===== src/rtl/keypad_scan.sv =====
module keypad_scan (
  input  logic       clk,
  input  logic       rst,
  input  logic [3:0] row_in,
  output logic [2:0] col_drv,
  output logic [3:0] key_code,
  output logic       key_valid
);
  localparam int NCOL   = 3;
  localparam int SETTLE = 2;

  typedef enum logic [1:0] {S_IDLE, S_SCAN, S_HOLD} st_t;

  st_t        st;
  logic [3:0] row_s1, row_db;
  logic [1:0] col_idx, cnt;
  logic [1:0] row_idx;
  logic [3:0] hit_code;
  logic       any_row;

  always_ff @(posedge clk) begin
    if (rst) begin
      row_s1 <= '0;
      row_db <= '0;
    end else begin
      row_s1 <= row_in;
      row_db <= row_s1;
    end
  end

  assign any_row = |row_db;
  assign col_drv = (st == S_SCAN) ? 3'(3'b001 << col_idx) : 3'b111;

  always_comb begin
    row_idx = 2'd0;
    for (int r = 3; r >= 0; r--)
      if (row_db[r]) row_idx = 2'(r);
  end

  always_comb begin
    if (row_idx != 2'd3) hit_code = 4'(row_idx) * 4'd3 + 4'(col_idx) + 4'd1;
    else case (col_idx)
      2'd0:    hit_code = 4'b1010;
      2'd1:    hit_code = 4'b0000;
      default: hit_code = 4'b1011;
    endcase
  end

  always_ff @(posedge clk) begin
    if (rst) begin
      st        <= S_IDLE;
      col_idx   <= '0;
      cnt       <= '0;
      key_code  <= '0;
      key_valid <= 1'b0;
    end else begin
      key_valid <= 1'b0;
      case (st)
        S_IDLE: if (any_row) begin
          st      <= S_SCAN;
          col_idx <= '0;
          cnt     <= '0;
        end
        S_SCAN: begin
          if (cnt != 2'(SETTLE)) cnt <= cnt + 2'd1;
          else if (any_row) begin
            key_valid <= 1'b1;
            key_code  <= hit_code;
            st        <= S_HOLD;
          end else if (col_idx == 2'(NCOL - 1)) st <= S_IDLE;
          else begin
            col_idx <= col_idx + 2'd1;
            cnt     <= '0;
          end
        end
        S_HOLD: if (!any_row) st <= S_IDLE;
        default: st <= S_IDLE;
      endcase
    end
  end
endmodule



===== config.mk =====
export PLATFORM = sky130hd
export DESIGN_NAME = keypad_scan
export DESIGN_NICKNAME = d
export VERILOG_FILES = /design/src/rtl/keypad_scan.sv
export SDC_FILE = /design/constraint.sdc
export NUM_CORES = 1
export LEC_CHECK = 0
export BUFFER_PORTS_ARGS = -buffer_cell sky130_fd_sc_hd__clkbuf_2
export CORE_ASPECT_RATIO = 1.2
export CORE_UTILIZATION = 54
export DETAILED_ROUTE_END_ITERATION = 6
export PLACE_DENSITY_LB_ADDON = 0.25
export SETUP_SLACK_MARGIN = 0.3
export SYNTH_ARGS = -nofsm -noshare
export SYNTH_HDL_FRONTEND = slang
export SYNTH_SLANG_ARGS = --single-unit

===== constraint.sdc =====
create_clock -name clk -period 2.4 [get_ports clk]
set_input_delay 0.24 -clock clk [delete_from_list [all_inputs] [get_ports clk]]
set_output_delay 0.24 -clock clk [all_outputs]
set_load 0.02 [all_outputs]

; ---- Yosys cells after proc, flatten, opt, wreduce, memory -nomap -nowiden
; Cells that the tools add are included.
[word_totals]
mem_bits_ro = 0
latchBits = 0
memories = 0
ram_bits = 0
word_cells = 61
regBits = 19
[classes]
n_lt_le_gt_ge = 0
muxes = 23
reduce_logical = 9
add_sub_neg = 4
bitwise = 2
n_mul = 1
div_mod_pow = 0
n_eq_ne = 14
shift = 1
[ops]
columns = cell, count
row1 = $mux 2, 16
row2 = $ne 2x2->1 const B, 7
row3 = $pmux 2 s2, 2
row4 = $pmux 4 s2, 1
row5 = $reduce_and 4->1, 2
row6 = $ne 3x2->1 const B, 2
row7 = $pmux 2 s3, 1
row8 = $reduce_and 5->1, 1
row9 = $add 2x1->2 const B, 2
row10 = $add 4x1->4 const B, 1
row11 = $add 4x2->4, 1
row12 = $eq 2x1->1 const B, 2
row13 = $eq 2x2->1 const B, 2
row14 = $logic_not 2->1, 2
row15 = $mul 2x2->4 const B, 1
row16 = $mux 4, 1
row17 = $reduce_or 4->1, 1
row18 = $mux 3, 1
row19 = $ne 3x3->1 const B, 1
row20 = $reduce_and 3->1, 1
row21 = $reduce_or 3->1, 1
row22 = $shl 1x2->3 const A, 1
row23 = $not 1->1, 2
row24 = $reduce_bool 2->1, 1
row25 = $mux 1, 1

; ---- Logic depth before layout (Yosys ltp)
[logic_depth]
depth_word = 8
mapped_depth = 8

; ---- Worst setup path before layout
; OpenSTA, ideal clock, no wires.
[synth_timing]
path_type = reg2reg
from = reg row_db[2]
to = reg key_code[2]
t_arrival_ns = 1.999
slack_ns = 0.338
setup_ns = 0.063
period_less_slack_ns = 2.062
path_stages_with_launch = 9
n_path_buf = 0
cell_sequence = dfxtp_1 -> inv_1 -> a21oi_1 -> nor2_1 -> ha_1 -> fa_1 -> or3_1 -> or4_1 -> nand3_1
[synth_via]
elab_chain_len = 7
word_cells_on_any_way = 10
cone_classes = add/sub: 2 / mul: 1 / eq/ne: 1 / mux: 4 / reduce/logical: 2
[synth_rtl]
columns = item, line_no
row1 = start: declaration, 15  ; logic [3:0] row_s1, row_db;
row2 = start signal: assignment, 27  ; row_db <= row_s1;
row3 = $mux 2 (3 in a row), 37  ; if (row_db[r]) row_idx = 2'(r);
row4 = $mul 2x2->4, 41  ; if (row_idx != 2'd3) hit_code = 4'(row_idx) * 4'd3 + 4'(col_idx) + 4'd1;
row5 = $add 4x2->4, 41
row6 = $add 4x1->4, 41
row7 = $mux 4, 41
row8 = end signal: assignment, 68  ; key_code <= hit_code;
row9 = end: declaration, 6  ; output logic [3:0] key_code,
; Parallel ways exist; a longest one is shown, timed or not.
; A chain may end at the register's enable or synchronous reset.

; ---- Final worst setup path
[layout_timing]
from = reg row_db[1]
to = reg key_code[2]
[layout_via]
elab_chain_len = 6
word_cells_on_any_way = 9
cone_classes = add/sub: 2 / mul: 1 / eq/ne: 1 / mux: 3 / reduce/logical: 2
[layout_rtl]
columns = item, line_no
row1 = $mux 2 (2 in a row), 37
row2 = $mul 2x2->4, 41
row3 = $add 4x2->4, 41
row4 = $add 4x1->4, 41
row5 = $mux 4, 41
; Parallel ways exist; a longest one is shown, timed or not.

==> metrics.md <==
| Metric | Value |
|---|---|
| Outcome | `finished, final reports clean` |
| Worst-path clk slew | `0.11 ns` |
| Arrival @ worst endpoint | `2.30 ns` |
| Fin Hold WS | `0.150 ns` |
| Starting DRT DRC Count | `16` |
| I/O Buffers | `13` |
| Placed Cells | `138` |
| LEAKAGE | `0.445 nW` |
| Slew margin rel. | `0.514` |
| Ant diodes | `0` |
| Bufs on Longest Clock Path | `2` |
| CP endpoint kind | `register` |
| Avg Cell Area, Syn | `9.03 sq um` |
| Pre-Repair DR Iteration Count | `4` |
| Hold Path Class | `in2reg` |
| Final period utilization | `0.856` |
| Hold Buf Count CTS | `0` |
| Switching pwr | `0.155 mW` |
| Grt total ovfl | `0` |
| Drt wl/cell | `13.0 microns` |
| Core Box Area | `1660 sq um` |
| Post-synth net total | `123` |
| Total power | `0.574 mW` |
| Htree depth | `1` |
| Post-Layout Cell Count | `143` |
| Yosys reg bits | `19` |
| NumNets Final | `140` |
| Crit path required time | `2.64 ns` |
| Critical Path Source Type | `register` |
| Fillers | `139` |
| Yosys warns | `0` |
| # Max-Cap Violations | `0` |
| Post-synth cell types | `32` |
| Fmax | `487 MHz` |
| Placer congestion estimate | `0.812` |
| Internal Dissipation | `0.419 mW` |
| Clock root cell | `clkbuf_4` |
| Prevailing post-synth register cell | `dfxtp_1` |
| Rows | `16` |
| Ys async rst share | `0` |
| Die Wd | `41.0 microns` |
| Final min period | `2.05 ns` |
| Die Ht | `48.8 microns` |
| Flop pwr share | `0.586` |
| Via Count | `815` |
| Max VDD drop | `0.000384 V` |
| Ports | `14` |
| Pin count of the biggest net entering global routing | `22` |
| Post-synth EDFFs | `0` |
| # setup viols final | `0` |
| GRT Overall Usage | `0.214` |
| Vias in the first global route | `722` |
| Worst Setup Path Type | `reg2reg` |
| CTS Sinks | `19` |
| Syn Std Cell Area | `985 sq um` |
| Combinational power share | `0.135` |
| First-pass GRT wire length | `2.89 mm` |
| Die ar. | `2000 sq um` |
| Residual DRC | `0` |
| Slew Limit Fails | `0` |
| Hold Vio Cnt, Final | `0` |
| Area Growth Syn to Fin | `13.3%` |
| Post-DP HPWL | `1.37 mm` |
| Clk_skew | `0.00203 ns` |
| Total Neg Setup Slack | `0 ns` |
| Initial Utilization | `0.593` |
| Crit Path Max Fanout | `7` |
| Initial antenna violation count | `0` |
| Drt total wl | `1.86 mm` |
| Post-Syn Instances | `109` |
| Clock Latency Late Sink | `0.30 ns` |
| RSZ-0062 raised after global routing | `yes` |
| Drt via density | `5.70` |
| Clk network pwr share | `0.279` |
| Sw Ratio | `0.270` |
| Sequential fraction of the synthesis area | `0.386` |
| Slew @ Worst Pin | `0.724 ns` |
| Cts bufs inserted | `3` |
| Placed cell area | `1070 sq um` |
| Power Density | `514 nW/um^2` |
| Layout cells sized above 1 | `0.224` |
| Design area | `1120 sq um` |
| CTS tree | `done` |
| DRT antenna net count | `0` |
==> power groups by stage <==
stage          sequential (mW)  combinational [mW]  clock [mW]
6_report                 0.336              0.0772       0.160
5_1_grt                  0.338              0.0846       0.184
4_1_cts                  0.336              0.0758       0.167
3_5_place_dp             0.344              0.0750           0
3_3_place_gp             0.343              0.0729           0
2_1_floorplan            0.340              0.0612           0
==> worst paths after layout <==
path / start / to / slack (ns) / cells after the start
worst min register to register: row_s1[1] / row_db[1] / 0.44 / 1
worst max register to register: row_db[1] / key_code[2] / 0.35 / 7
worst max-delay path: row_db[1] / key_code[2] / 0.35 / 7
worst min-delay path: row_in[0] / row_s1[0] / 0.15 / 2
==> logic make-up after synthesis <==
family | count (synthesis) | share of synthesized area
simple gates | 49 | 0.300
compound gates | 21 | 0.141
flops | 19 | 0.386
buf+inv | 10 | 0.0432
fa+ha+maj | 8 | 0.109
mux | 2 | 0.0203
==> state kept, by name (all words and copies together) (netlist names) <==
register,flops
col_idx,2
row_db,4
st,2
key_valid,1
key_code,4
row_s1,4
cnt,2
==> cell usage after synthesis (all sizes together), types with 2 or more instances <==
| library cell | n | area [sq um] |
|---|---|---|
| a21oi | 8 | 40.0 |
| a211oi | 2 | 15.0 |
| nand3 | 3 | 15.0 |
| o21ai | 2 | 10.0 |
| or3 | 2 | 12.5 |
| nand2b | 5 | 31.3 |
| dfxtp | 19 | 380 |
| clkbuf | 2 | 7.51 |
| nor4 | 2 | 27.5 |
| nor2 | 11 | 41.3 |
| o211a | 2 | 20.0 |
| or4 | 2 | 15.0 |
| nor2b | 11 | 68.8 |
| ha | 7 | 87.6 |
| nand2 | 3 | 11.3 |
| inv | 6 | 22.5 |
| buf | 2 | 12.5 |
| mux2i | 2 | 20.0 |
| nand3b | 2 | 15.0 |
| nor3 | 6 | 35.0 |
| o211ai | 2 | 15.0 |
==> critical path: stages (launching register included) <==
cell	delay (ns)
dfxtp_4	0.38
nor2_1	0.10
nor2_1	0.05
ha_1	0.31
fa_2	0.34
or3_1	0.35
or4_1	0.39
nand3_1	0.08
==> cells in the final DEF, fill, tap and decap left out, types with 2 or more instances in the layout <==
master	netlist	routed
a211oi_1	2	2
a21oi_1	8	8
buf_4	1	3
clkbuf_2	0	13
clkbuf_4	0	3
dfxtp_1	19	16
dfxtp_4	0	2
ha_1	7	6
inv_1	6	6
mux2i_1	2	2
nand2_1	3	3
nand2b_1	5	5
nand3_1	3	3
nand3b_1	2	2
nor2_1	11	11
nor2b_1	11	11
nor3_1	5	5
o211a_1	2	2
o211ai_1	2	2
o21ai_0	2	2
or3_1	2	2
or4_1	2	2
==> area by class of cell <==
cell class	instances	area, sq um	share of cell area
inverters	6	22.5	0.0202
clock inverters	1	5.00	0.00448
well taps	18	22.5	0.0202
repair buffers	16	87.6	0.0785
clock buffers	3	22.5	0.0202
flip-flops and latches	19	389	0.349
multi-input cells	80	567	0.508
==> per-stage QoR <==
stage | setup slack, ns | util
after CTS | 0.303 | 0.666
after global routing | 0.231 | 0.672
after global placement | 0.285 | 0.642
final | 0.345 | 0.672
after detailed placement | 0.220 | 0.642
after floorplan | 0.338 | -
==> layer usage <==
metal,GRT usage,vias up,routed length [microns]
li1,-,420,-
met1,0.250,377,814
met2,0.310,14,948
met3,0.0731,4,50
met4,0.144,0,44
met5,0,-,0
==> what timing repair did <==
action	4_1_cts	5_1_grt
endpoints found under the setup margin	1	2
pin swaps	2	1
gates resized for setup	6	1
setup buffers	0	1
hold endpoints to repair	0	0
Note: power is estimated with default switching activity, not from simulation.
